## src/rtl/sfc_pkg.sv

```systemverilog
package sfc_pkg;
   typedef struct packed {
      logic       slow;
      logic       discard;
      logic [7:0] subtype;
   } sfc_status_t;
endpackage

```

## src/rtl/sfc_byte_tracker.sv

```systemverilog
module sfc_byte_tracker #(
   parameter int IDX_W   = 4,
   parameter int IDX_CAP = 15
) (
   input  logic             clk,
   input  logic             rst_n,
   input  logic             valid,
   input  logic             sof,
   input  logic             eof,
   output logic             take,
   output logic             last,
   output logic [IDX_W-1:0] idx
);
   localparam logic [IDX_W-1:0] CAP = IDX_W'(IDX_CAP);

   logic             open_q;
   logic [IDX_W-1:0] cnt_q;

   assign take = valid & (sof | open_q);
   assign last = take & eof;
   assign idx  = sof ? '0 : cnt_q;

   always_ff @(posedge clk) begin
      if (!rst_n) begin
         open_q <= 1'b0;
         cnt_q  <= '0;
      end else if (take) begin
         open_q <= ~eof;
         cnt_q  <= (idx == CAP) ? idx : idx + 1'b1;
      end
   end
endmodule

```

## src/rtl/sfc_header_match.sv

```systemverilog
module sfc_header_match #(
   parameter int              ADDR_BYTES    = 6,
   parameter int              IDX_W         = 4,
   parameter logic [47:0]     GROUP_ADDR    = 48'h0180_C200_0002,
   parameter logic [15:0]     SLOW_ETYPE    = 16'h8809,
   parameter bit              UCAST_SUPPORT = 1'b1
) (
   input  logic                  clk,
   input  logic                  rst_n,
   input  logic                  take,
   input  logic [IDX_W-1:0]      idx,
   input  logic [7:0]            data,
   input  logic [8*ADDR_BYTES-1:0] station_addr,
   output logic                  grp_ok,
   output logic                  stn_ok,
   output logic                  type_ok,
   output logic [7:0]            sub_q
);
   localparam int SEL_W     = $clog2(ADDR_BYTES);
   localparam int TAB_N     = 1 << SEL_W;
   localparam int ETYPE_OFS = 2 * ADDR_BYTES;
   localparam int SUB_OFS   = ETYPE_OFS + 2;
   localparam logic [IDX_W-1:0] I_ET_HI = IDX_W'(ETYPE_OFS);
   localparam logic [IDX_W-1:0] I_ET_LO = IDX_W'(ETYPE_OFS + 1);
   localparam logic [IDX_W-1:0] I_SUB   = IDX_W'(SUB_OFS);
   localparam logic [IDX_W-1:0] I_NDA   = IDX_W'(ADDR_BYTES);

   logic [7:0]       grp_tab [TAB_N];
   logic [7:0]       stn_tab [TAB_N];
   logic [SEL_W-1:0] sel;
   logic             in_da;
   logic             first;

   assign sel   = idx[SEL_W-1:0];
   assign in_da = (idx < I_NDA);
   assign first = (idx == '0);

   for (genvar i = 0; i < TAB_N; i++) begin : g_tab
      if (i < ADDR_BYTES) begin : g_live
         assign grp_tab[i] = GROUP_ADDR[8*(ADDR_BYTES-1-i) +: 8];
         assign stn_tab[i] = station_addr[8*(ADDR_BYTES-1-i) +: 8];
      end else begin : g_pad
         assign grp_tab[i] = 8'h00;
         assign stn_tab[i] = 8'h00;
      end
   end

   logic grp_q;
   always_ff @(posedge clk) begin
      if (!rst_n) begin
         grp_q   <= 1'b0;
         type_ok <= 1'b0;
         sub_q   <= 8'h00;
      end else if (take) begin
         if (in_da) grp_q <= (first | grp_q) & (data == grp_tab[sel]);
         if (first) begin
            type_ok <= 1'b0;
            sub_q   <= 8'h00;
         end
         if (idx == I_ET_HI) type_ok <= (data == SLOW_ETYPE[15:8]);
         if (idx == I_ET_LO) type_ok <= type_ok & (data == SLOW_ETYPE[7:0]);
         if (idx == I_SUB)   sub_q   <= data;
      end
   end
   assign grp_ok = grp_q;

   if (UCAST_SUPPORT) begin : g_ucast
      logic stn_q;
      always_ff @(posedge clk) begin
         if (!rst_n)             stn_q <= 1'b0;
         else if (take && in_da) stn_q <= (first | stn_q) & (data == stn_tab[sel]);
      end
      assign stn_ok = stn_q;
   end else begin : g_no_ucast
      assign stn_ok = 1'b0;
   end
endmodule

```

## src/rtl/sfc_verdict.sv

```systemverilog
module sfc_verdict #(
   parameter int IDX_W   = 4,
   parameter int SUB_OFS = 14,
   parameter int SUB_MIN = 1,
   parameter int SUB_MAX = 10
) (
   input  logic                clk,
   input  logic                rst_n,
   input  logic                last,
   input  logic [IDX_W-1:0]    idx,
   input  logic [7:0]          data,
   input  logic [7:0]          sub_q,
   input  logic                grp_ok,
   input  logic                stn_ok,
   input  logic                type_ok,
   input  logic                detect_en,
   input  logic                ucast_en,
   output logic                stat_vld,
   output sfc_pkg::sfc_status_t stat
);
   localparam logic [IDX_W-1:0] I_SUB = IDX_W'(SUB_OFS);
   localparam logic [7:0]       LO    = 8'(SUB_MIN);
   localparam logic [7:0]       HI    = 8'(SUB_MAX);

   logic       has_sub;
   logic [7:0] sub_now;
   logic       addr_ok;
   logic       hit;
   logic       sub_good;
   sfc_pkg::sfc_status_t nxt;

   assign has_sub  = (idx >= I_SUB);
   assign sub_now  = !has_sub ? 8'h00 : ((idx == I_SUB) ? data : sub_q);
   assign addr_ok  = grp_ok | (ucast_en & stn_ok);
   assign hit      = detect_en & has_sub & type_ok & addr_ok;
   assign sub_good = (sub_now >= LO) && (sub_now <= HI);

   always_comb begin
      nxt.slow    = hit;
      nxt.discard = hit & ~sub_good;
      nxt.subtype = sub_now;
   end

   always_ff @(posedge clk) begin
      if (!rst_n) begin
         stat_vld <= 1'b0;
         stat     <= '0;
      end else begin
         stat_vld <= last;
         stat     <= last ? nxt : '0;
      end
   end
endmodule

```

## src/rtl/slow_frame_classifier.sv

```systemverilog
module slow_frame_classifier #(
   parameter int          ADDR_BYTES    = 6,
   parameter logic [47:0] GROUP_ADDR    = 48'h0180_C200_0002,
   parameter logic [15:0] SLOW_ETYPE    = 16'h8809,
   parameter int          SUB_MIN       = 1,
   parameter int          SUB_MAX       = 10,
   parameter bit          UCAST_SUPPORT = 1'b1
) (
   input  logic                    clk,
   input  logic                    rst_n,
   input  logic [7:0]              in_data,
   input  logic                    in_valid,
   input  logic                    in_sof,
   input  logic                    in_eof,
   input  logic [8*ADDR_BYTES-1:0] station_addr,
   input  logic                    detect_en,
   input  logic                    ucast_en,
   output logic                    out_valid,
   output logic                    out_slow,
   output logic                    out_discard,
   output logic [7:0]              out_subtype
);
   localparam int SUB_OFS = 2 * ADDR_BYTES + 2;
   localparam int IDX_CAP = SUB_OFS + 1;
   localparam int IDX_W   = $clog2(IDX_CAP + 1);

   if (ADDR_BYTES < 2 || ADDR_BYTES > 6) begin : g_bad_addr
      $error("ADDR_BYTES must lie in 2..6");
   end
   if (SUB_MIN > SUB_MAX || SUB_MAX > 255 || SUB_MIN < 0) begin : g_bad_range
      $error("subtype range must satisfy 0 <= SUB_MIN <= SUB_MAX <= 255");
   end

   logic             take;
   logic             last;
   logic [IDX_W-1:0] idx;
   logic             grp_ok;
   logic             stn_ok;
   logic             type_ok;
   logic [7:0]       sub_q;
   logic             stat_vld;
   sfc_pkg::sfc_status_t stat;

   sfc_byte_tracker #(.IDX_W(IDX_W), .IDX_CAP(IDX_CAP)) u_track (
      .clk(clk), .rst_n(rst_n), .valid(in_valid), .sof(in_sof), .eof(in_eof),
      .take(take), .last(last), .idx(idx)
   );

   sfc_header_match #(
      .ADDR_BYTES(ADDR_BYTES), .IDX_W(IDX_W), .GROUP_ADDR(GROUP_ADDR),
      .SLOW_ETYPE(SLOW_ETYPE), .UCAST_SUPPORT(UCAST_SUPPORT)
   ) u_match (
      .clk(clk), .rst_n(rst_n), .take(take), .idx(idx), .data(in_data),
      .station_addr(station_addr), .grp_ok(grp_ok), .stn_ok(stn_ok),
      .type_ok(type_ok), .sub_q(sub_q)
   );

   sfc_verdict #(
      .IDX_W(IDX_W), .SUB_OFS(SUB_OFS), .SUB_MIN(SUB_MIN), .SUB_MAX(SUB_MAX)
   ) u_verdict (
      .clk(clk), .rst_n(rst_n), .last(last), .idx(idx), .data(in_data),
      .sub_q(sub_q), .grp_ok(grp_ok), .stn_ok(stn_ok), .type_ok(type_ok),
      .detect_en(detect_en), .ucast_en(ucast_en),
      .stat_vld(stat_vld), .stat(stat)
   );

   assign out_valid   = stat_vld;
   assign out_slow    = stat.slow;
   assign out_discard = stat.discard;
   assign out_subtype = stat.subtype;
endmodule

```

## config.mk

```make
export PLATFORM = sky130hd
export DESIGN_NAME = slow_frame_classifier
export DESIGN_NICKNAME = d
export VERILOG_FILES = /design/src/rtl/sfc_pkg.sv /design/src/rtl/sfc_byte_tracker.sv /design/src/rtl/sfc_header_match.sv /design/src/rtl/sfc_verdict.sv /design/src/rtl/slow_frame_classifier.sv
export SDC_FILE = /design/constraint.sdc
export NUM_CORES = 1
export LEC_CHECK = 0
export BUFFER_PORTS_ARGS = -buffer_cell sky130_fd_sc_hd__clkbuf_2
export CORE_MARGIN = 1
export CORE_UTILIZATION = 51
export CTS_BUF_LIST = sky130_fd_sc_hd__clkbuf_4
export DETAILED_ROUTE_END_ITERATION = 7
export MAX_ROUTING_LAYER = met4
export PLACE_DENSITY_LB_ADDON = 0.12
export SETUP_SLACK_MARGIN = 0.2
export SYNTH_ARGS = -nofsm -noshare
export SYNTH_HDL_FRONTEND = slang
export SYNTH_SLANG_ARGS = --single-unit
export TNS_END_PERCENT = 50
```

## constraint.sdc

```tcl
create_clock -name clk -period 2.3 [get_ports clk]
set_input_delay 0 -clock clk [delete_from_list [all_inputs] [get_ports clk]]
set_output_delay 0 -clock clk [all_outputs]
set_load 0.1 [all_outputs]
```

==> results.cfg, run 1 <==
[outcome]
status = complete, no violations

[worst_hold_path]
hold_class = input port to flip-flop

[pwr]
power.switching_w = 0.0003096
p_comb_share_pct = 32.7
netSwitchingFraction_pct = 30.45
vdd_drop_max_mv = 0.2622
power_frac_clock_pct = 20.1
power_w = 0.001017
power_density_mw_per_mm2 = 406.8
pwr-share-seq_pct = 47.2
p_int_w = 0.0007073
p_leak_nw = 1.047

[timing]
fin_crit_ps = 2078
fmax_mhz = 481.2
setup_tns_ps = 0
rsz0062_at_grt = true
finalClockSkew_ps = 12.73
fin_crit_sh_pct = 90.36
setup_viol = 0
slew_headroom_pct = 60.77
finalMaxSlewViolations = 0
worst_slew_pin_slew_ps = 582.3
hold_viol_final = 0

[placed_design]
hpwl_mm = 3.830
routabilityCongestion = 0.9197
io_buffers = 73

[global_route]
grt_use_total_pct = 27.45
antenna_found_initial = 0
grt_pass1_vias = 1945
grt_start_max_net_pins = 27
overflow = 0
grt_pass1_wl_mm = 8.680

[synthesis]
synth_seq_cells = 27
avgSynthCellArea_um2 = 7.979
yosys.cell_types.count = 53
synth-edff-count = 0
syn_nets = 310
synth_area_leader_cell = dfxtp_1
synth_area_leaders = dfxtp_1 28%, mux2i_1 8.7%, a21oi_1 4.9%
netlist_area_mm2 = 0.001947
synthesis.instances = 244
ys_top_cells_by_count = 27 x dfxtp_1, 22 x nor2_1, 19 x a21oi_1, 19 x nand2_1, 17 x mux2i_1
synth_flop_cell = dfxtp_1
ys.warnings.count = 0
seq_area_frac_synth_pct = 27.76
netlist.area_leader.share_pct = 27.76
async_flop_share_pct = 0
yosysMostFrequentCell = dfxtp_1

[clock_network]
cts.path.max_buffers = 2
insertion_delay_ps = 330
cts_tree = yes
path_clk_slew_ps = 150
clkSinkCount = 27
cts_root_buf = clkbuf_4
htreeDepth = 1
numCtsBuffers = 3

[die]
initial_utilization_pct = 53.18
chipHeight_um = 63.79
die_area_mm2 = 0.004069
die_width_um = 63.79
num_rows = 22
core-area_mm2 = 0.003661
top_level_ports = 74

[route]
wl_per_cell_um = 14.34
num_vias = 2105
first_pass_iters = 4
totalWireLength_mm = 5.293
postRouteAntennaNets = 0
drc = 0
drt-initial-drc-count = 114
via_per_inst = 5.705

[cells_and_area]
seq_area_um2 = 546.8
multi_input_area_mm2 = 0.001324
layout.nets = 388
fill_cells = 325
synthToLayoutAreaGrowth_pct = 28.41
drive_gt1_share_pct = 33.96
diodes = 0

[setup_path]
arrival_ps = 2320
critPathMaxStageDelay_ps = 510
required_ps = 2550
critical-path-top-delay-family = simple AND/OR/NAND/NOR gates
slowest_stage = or4_1
crit_chain = buf_4, or3_1, o41ai_1, o22ai_1, xor2_1, or4_1, o31ai_1
cp-end-kind = flip-flop
crit_buf_inv = 1
worstSetupPathType = flip-flop to flip-flop
crit_fanout = 6
worst_setup_path_start_kind = flip-flop

[run]
maxCapViolations = 0
## repair_timing
item,CTS,global route
setup buffers,0,7
hold endpoints to repair,2,0
pin swaps,0,6
resized for setup,2,11
endpoints found under the setup margin,1,1
cloned,0,0
hold buffers,2,0
## registers in the layout, summed over array words and instances (netlist names)
register and count:
u_match.stn_ok 1, u_verdict.stat_vld 1, u_track.open_q 1, u_track.cnt_q 4, u_match.sub_q 8, u_match.grp_ok 1, u_match.type_ok 1, u_verdict.stat 10
## cell type report
cell class	count	area share, %
Tap cell	48	2.402
Inverter	5	0.7508
Clock inverter	1	0.2002
Sequential cell	27	21.87
Multi-Input combinational cell	195	52.95
Clock buffer	3	0.9009
Timing Repair Buffer	90	20.92
## metal layers
metal | share of wire, % | global-route usage (%)
met4 | 1.1 | 5.114
met1 | 45 | 36.12
met5 | 0 | -
met2 | 46 | 45.35
met3 | 7.9 | 3.393
## power groups by stage
stage          clock (W)  combinational (W)  sequential (W)
2_1_floorplan          0           0.000204        0.000491
3_3_place_gp           0           0.000293        0.000492
3_5_place_dp           0           0.000296        0.000493
4_1_cts         0.000206           0.000300        0.000483
5_1_grt         0.000222           0.000364        0.000481
6_report        0.000205           0.000332        0.000480
## worst paths after layout
path | start | endpoint | slack (ps) | depth (start not counted)
worst min register to register | u_match.stn_ok$_SDFFE_PN0P_ | u_match.stn_ok$_SDFFE_PN0P_ | 510 | 2
worst max-delay path | u_track.cnt_q[0]$_SDFFE_PN0P_ | u_match.stn_ok$_SDFFE_PN0P_ | 220 | 7
worst max register to register | u_track.cnt_q[0]$_SDFFE_PN0P_ | u_match.stn_ok$_SDFFE_PN0P_ | 220 | 7
worst min-delay path | in_data[5] | u_verdict.stat[5]$_SDFF_PN0_ | 10 | 3
## tightest hold or removal path, cell delays in order
cell and delay [ps]:
clkbuf_2 140, mux2i_1 80, nor2_1 90
## logic make-up (layout without fill, tap and decap cells)
family,count (synthesis),in the layout,synth area share [%]
xor+xnor,11,11,4.948
mux,22,22,11.82
flops,27,27,27.76
fa+ha+maj,3,3,1.928
buf+inv,22,99,5.591
simple gates,92,92,24.87
compound gates,67,67,23.07
## cell usage in the layout, fill, tap and decap left out, drive strengths merged, types with 2 or more instances in the layout
cell type and count:
a21oi 19, or2 2, o221ai 3, and3 2, a221oi 2, o22ai 2, mux2 5, a31oi 3
nor4bb 2, ha 3, or4 2, a211oi 4, or3b 2, buf 15, nor2 22, nand2b 2
dlygate4sd3 2, mux2i 17, dfxtp 27, nor2b 16, or3 3, nand3 6, a22oi 8, nor3 8
o21ai 10, o31ai 2, clkbuf 76, inv 5, a222oi 2, xor2 5, nand2 19, xnor2 6
o211ai 2
## per-stage QoR
| step | utilization [%] | instance area [um2] | setup slack, ps | std cells | hold WS (ps) |
|---|---|---|---|---|---|
| after CTS | 65.45 | 2396 | 200.5 | 362 | 13.66 |
| after global placement | 64.01 | 2344 | 239.7 | 356 | 270.9 |
| final | 68.28 | 2500 | 221.8 | 369 | 11.88 |
| after detailed placement | 64.01 | 2344 | 206.9 | 356 | 284.5 |
| after global routing | 68.28 | 2500 | 103.6 | 369 | 33.07 |
| after floorplan | - | 1947 | 353.2 | 244 | 128.2 |
(Power assumes the default switching activity.)
==> inputs of run 2 (changes only) <==
CORE_UTILIZATION = 50   (was 51)
==> results.cfg, run 2 (synthesis gave the netlist of run 1 again) <==
[setup_path]
required_ps = 2560
critPathMaxStageDelay_ps = 510
worstSetupPathType = flip-flop to flip-flop
cp-end-kind = flip-flop
slowest_stage = or4_1
worst_setup_path_start_kind = flip-flop
crit_fanout = 7
arrival_ps = 2320
crit_chain = buf_4, mux2_4, a222oi_1, xnor2_1, or4_1, o31ai_1

[clock_network]
cts_root_buf = clkbuf_4
cts.path.max_buffers = 2
cts_tree = yes
insertion_delay_ps = 320
htreeDepth = 1
clkSinkCount = 27
numCtsBuffers = 3
path_clk_slew_ps = 140

[timing]
worst_slew_pin_slew_ps = 586.9
finalMaxSlewViolations = 0
fmax_mhz = 485.0
rsz0062_at_grt = true
setup_viol = 0
setup_tns_ps = 0
slew_headroom_pct = 60.61
fin_crit_sh_pct = 89.64
holdWs_ps = 6.085
finalClockSkew_ps = 11.92
hold_viol_final = 0
fin_crit_ps = 2062

[die]
core-area_mm2 = 0.003689
die_width_um = 64.40
top_level_ports = 74
initial_utilization_pct = 52.78
die_area_mm2 = 0.004147
num_rows = 22
chipHeight_um = 64.40

[global_route]
grt_pass1_wl_mm = 8.631
grt_pass1_vias = 1868
antenna_found_initial = 0
grt_start_max_net_pins = 23
grt_use_total_pct = 27.32
overflow = 0

[route]
drt-initial-drc-count = 210
drc = 0
wl_per_cell_um = 14.18
postRouteAntennaNets = 0
via_per_inst = 5.734
totalWireLength_mm = 5.275
first_pass_iters = 5
num_vias = 2133

[placed_design]
routabilityCongestion = 0.9605
io_buffers = 73
hpwl_mm = 3.979

[cells_and_area]
layout.nets = 391
multi_input_area_mm2 = 0.001323
largest_reg_flops = 10
largest-register = u_verdict.stat
diodes = 0
drive_gt1_share_pct = 34.57
final_cell_mix = 73 x clkbuf_2, 24 x dfxtp_1, 22 x nor2_1, 19 x nand2_1, 19 x a21oi_1
synthToLayoutAreaGrowth_pct = 29.18
reg_top3 = u_verdict.stat x10, u_match.sub_q x8, u_track.cnt_q x4
fill_cells = 355
final_common_cell = clkbuf_2
seq_area_um2 = 546.8

[pwr]
p_leak_nw = 1.059
vdd_drop_max_mv = 0.2577
power_density_mw_per_mm2 = 405.2

[outcome]
status = complete, no violations

[run]
maxCapViolations = 0

[worst_hold_path]
hold_class = input port to flip-flop
[run 2: repair_timing]
action,CTS,global route
endpoints found under the setup margin,1,1
gates resized for setup,2,12
hold endpoints to repair,3,0
hold buffers,2,0
setup buffers,1,5
pin swaps,0,4
[run 2: routing by layer]
layer	part of all wire [%]	track usage (%)
met4	0.80	5.556
met1	45	36.24
met3	8.2	4.286
met5	0	-
met2	46	43.82
[run 2: path summary, 6_finish.rpt]
path,from,end,slack (ps),cells past startpoint
worst max register to register,u_track.cnt_q[0]$_SDFFE_PN0P_,u_match.stn_ok$_SDFFE_PN0P_,240,6
worst max-delay path,u_track.cnt_q[0]$_SDFFE_PN0P_,u_match.stn_ok$_SDFFE_PN0P_,240,6
worst min register to register,u_match.stn_ok$_SDFFE_PN0P_,u_match.stn_ok$_SDFFE_PN0P_,500,2
worst min-delay path,in_valid,u_track.open_q$_SDFFE_PN0P_,6,4
[run 2: final cells by class]
type,instances,area share [%]
sequential,27,21.74
clock buffer,3,0.8955
timing repair buffer,93,21.44
clock inverter,1,0.1990
multi-input combinational,195,52.59
inverter,5,0.7463
tap,48,2.388
[run 2: per-stage QoR]
stage / instances / worst slack [ps] / area (um2) / total power, W / util [%]
final: 372 / 238.2 / 2515 / 0.001019 / 68.18
after global routing: 372 / 144.2 / 2515 / 0.001081 / 68.18
after CTS: 367 / 204.2 / 2434 / 0.0009948 / 65.98
after detailed placement: 360 / 132.6 / 2374 / 0.0007951 / 64.35
after global placement: 360 / 192.1 / 2374 / 0.0007934 / 64.35
after floorplan: 244 / 353.2 / 1947 / 0.0006949 / -
[run 2: critical path, delay by kind of cell, from the launching register on]
family	cells	cell delay, ps
AO/OA/AOI/OAI	2	540
multiplexers	1	280
AND/OR/NAND/NOR	1	510
buffers and inverters	1	130
XOR/XNOR	1	100
flip-flops	1	440
[run 2: report_power, final]
group	switching [W]	internal, W
sequential	0.00000764	0.000474
clock	0.000135	0.0000652
combinational	0.000165	0.000173
==> inputs of run 3 (changes only) <==
SYNTH_HIERARCHICAL = 1   (was not set)
==> results.cfg, run 3 <==
[timing]
slew_headroom_pct = 64.26
hold_viol_final = 0
setup_tns_ps = 0
fmax_mhz = 510.7
finalClockSkew_ps = 2.692
worst_slew_pin_slew_ps = 538.3
fin_crit_sh_pct = 85.14
setup_ws_ps = 341.8
fin_crit_ps = 1958
rsz0062_at_grt = false
finalMaxSlewViolations = 0
setup_viol = 0

[route]
totalWireLength_mm = 4.992
num_vias = 1987
postRouteAntennaNets = 0
first_pass_iters = 4
via_per_inst = 5.581
wl_per_cell_um = 14.02
drt-initial-drc-count = 87
drc = 0

[synthesis]
syn_nets = 293
netlist_area_mm2 = 0.001956
netlist.area_leader.share_pct = 27.64
synthAdderAreaFrac_pct = 2.559
synth-edff-count = 0
synth_top_family_by_area = simple AND/OR/NAND/NOR gates
synth_flop_cell = dfxtp_1
synth_seq_cells = 27
muxShareOfSynthArea_pct = 17.85
avgSynthCellArea_um2 = 8.653
seq_area_frac_synth_pct = 27.64
synth-xor-area-share_pct = 0.8957
synth-simple-area-share_pct = 27.51
yosys.cell_types.count = 55
async_flop_share_pct = 0
synth-compound-area-share_pct = 17.34
ys_top_cells_by_count = 37 x nor2_1, 30 x mux2i_1, 27 x dfxtp_1
synth_area_leaders = dfxtp_1 28%, mux2i_1 15%, nor2_1 7.1%
synth_area_leader_cell = dfxtp_1
yosysMostFrequentCell = nor2_1
synthesis.instances = 226
ys.warnings.count = 6

[global_route]
grt_start_max_net_pins = 23
antenna_found_initial = 0
overflow = 0
grt_pass1_wl_mm = 7.721
grt_use_total_pct = 23.81
grt_pass1_vias = 1789

[cells_and_area]
final_common_cell = clkbuf_2
layout.nets = 376
seq_area_um2 = 541.8
largest_reg_flops = 10
stdcell_count = 356
largest-register = u_verdict/stat
final_cell_mix = 73 x clkbuf_2, 36 x nor2_1, 29 x mux2i_1, 26 x dfxtp_1, 9 x nor2b_1
fill_cells = 343
multi_input_area_mm2 = 0.001338
synthToLayoutAreaGrowth_pct = 30.58
final_util_pct = 68.72
diodes = 0
reg_top3 = u_verdict/stat x10, u_match/sub_q x8, u_track/cnt_q x4
drive_gt1_share_pct = 37.01

[placed_design]
hpwl_mm = 3.586
pre_cts_slack_ps = 208.0
routabilityCongestion = 0.8687
dp.cells = 339
io_buffers = 73

[die]
core-area_mm2 = 0.003716
initial_utilization_pct = 52.63
chipHeight_um = 64.54
die_area_mm2 = 0.004165
top_level_ports = 74
die_width_um = 64.54
num_rows = 22

[clock_network]
path_clk_slew_ps = 150
clkSinkCount = 27
cts_tree = yes
cts.path.max_buffers = 2
htreeDepth = 1
numCtsBuffers = 3
cts_root_buf = clkbuf_4
insertion_delay_ps = 330

[setup_path]
r2r_slack_ps = 340
arrival_ps = 2240
worst_setup_path_start_kind = flip-flop
required_ps = 2580
worstSetupPathType = flip-flop to flip-flop
cp-end-kind = flip-flop
timing.rr.end = u_match/grp_ok$_SDFFE_PN0P_
crit_fanout = 8
r2r-start = u_track/cnt_q[0]$_SDFFE_PN0P_
reg2reg_depth = 9

[pwr]
p_leak_nw = 1.077
power_density_mw_per_mm2 = 373.1
power_w = 0.0009529
vdd_drop_max_mv = 0.3243

[outcome]
status = complete, no violations

[worst_hold_path]
worstHoldStart = in_data[5]
hold_end = u_verdict/stat[5]$_SDFF_PN0_
whs_path_depth = 3
hold_class = input port to flip-flop

[run]
maxCapViolations = 0
run 3: changes by cell type after synthesis, sizes merged, moves of 5 or more:
cell    delta
o31a       +7
nor3       -7
nor4      +11
nor2      +15
a21oi     -13
mux2i     +13
nand2     -11
xnor2      -5
clkbuf     -7
nor2b      -7
run 3: worst max-delay path by stage:
| stage | from | to | slack (ps) | depth (start not counted) |
|---|---|---|---|---|
| floorplan | u_track/cnt_q[0]$_SDFFE_PN0P_ | u_match/sub_q[0]$_SDFFE_PN0P_ | 320 | 9 |
| global route | u_track/cnt_q[1]$_SDFFE_PN0P_ | u_match/stn_ok$_SDFFE_PN0P_ | 190 | 7 |
| detailed placement | u_track/cnt_q[2]$_SDFFE_PN0P_ | u_match/stn_ok$_SDFFE_PN0P_ | 210 | 7 |
| CTS | u_track/cnt_q[0]$_SDFFE_PN0P_ | u_match/sub_q[2]$_SDFFE_PN0P_ | 190 | 8 |
| finish | u_track/cnt_q[0]$_SDFFE_PN0P_ | u_match/grp_ok$_SDFFE_PN0P_ | 340 | 9 |
| global placement | u_track/cnt_q[2]$_SDFFE_PN0P_ | u_match/stn_ok$_SDFFE_PN0P_ | 210 | 7 |
run 3: timing repair:
item,4_1_cts,5_1_grt
hold endpoints to repair,5,0
gates resized for setup,1,12
gates cloned,0,2
hold buffers,5,0
pin swaps,0,4
setup endpoints to repair,3,10
buffers inserted,0,6
run 3: layer usage:
layer | vias up | GRT usage, % | part of all wire, %
met3 | 4 | 3.697 | 5.7
met2 | 63 | 41.45 | 47
met4 | 0 | 2.500 | 0.88
met5 | - | - | 0
met1 | 918 | 29.96 | 47
li1 | 1002 | - | -
run 3: worst max-delay path, stage by stage (launching register included):
cell and delay, ps:
dfxtp_2 350, and2b_4 210, clkbuf_16 180, inv_1 60
ha_1 280, nand2b_1 60, xnor2_1 130, a2111oi_0 380
a31oi_1 150, nor2_1 110
run 3: power by group:
part | total [W] | switching, W | internal, W
sequential | 0.000478 | 0.00000301 | 0.000475
clock | 0.000211 | 0.000144 | 0.0000666
combinational | 0.000264 | 0.000125 | 0.000140
total | 0.000953 | 0.000272 | 0.000681
run 3: cell families (layout without fill, tap and decap cells):
group                      count (synthesis)  in the layout
and+or+nand+nor                           97             97
AOI/OAI and AO/OA                         45             45
muxes                                     34             34
DFF                                       27             27
buffers and inverters                     17             99
adders and majority gates                  4              4
xor gates and xnor gates                   2              2
run 3: stage by stage:
stage | area (um2) | hold slack, ps
6_report | 2554 | 3.773
5_1_grt | 2554 | 34.92
4_1_cts | 2416 | 0.9876
3_5_place_dp | 2333 | 250.5
3_3_place_gp | 2333 | 259.0
2_1_floorplan | 1956 | 128.2
run 3: cell type report:
cell class              count  share of cell area (%)
clock buffers               3                  0.8819
clock inverters             1                  0.2940
inverters                   5                  0.7349
multi-input cells         182                   52.38
flip-flops and latches     27                   21.22
well taps                  48                   2.352
repair buffers             90                   22.15
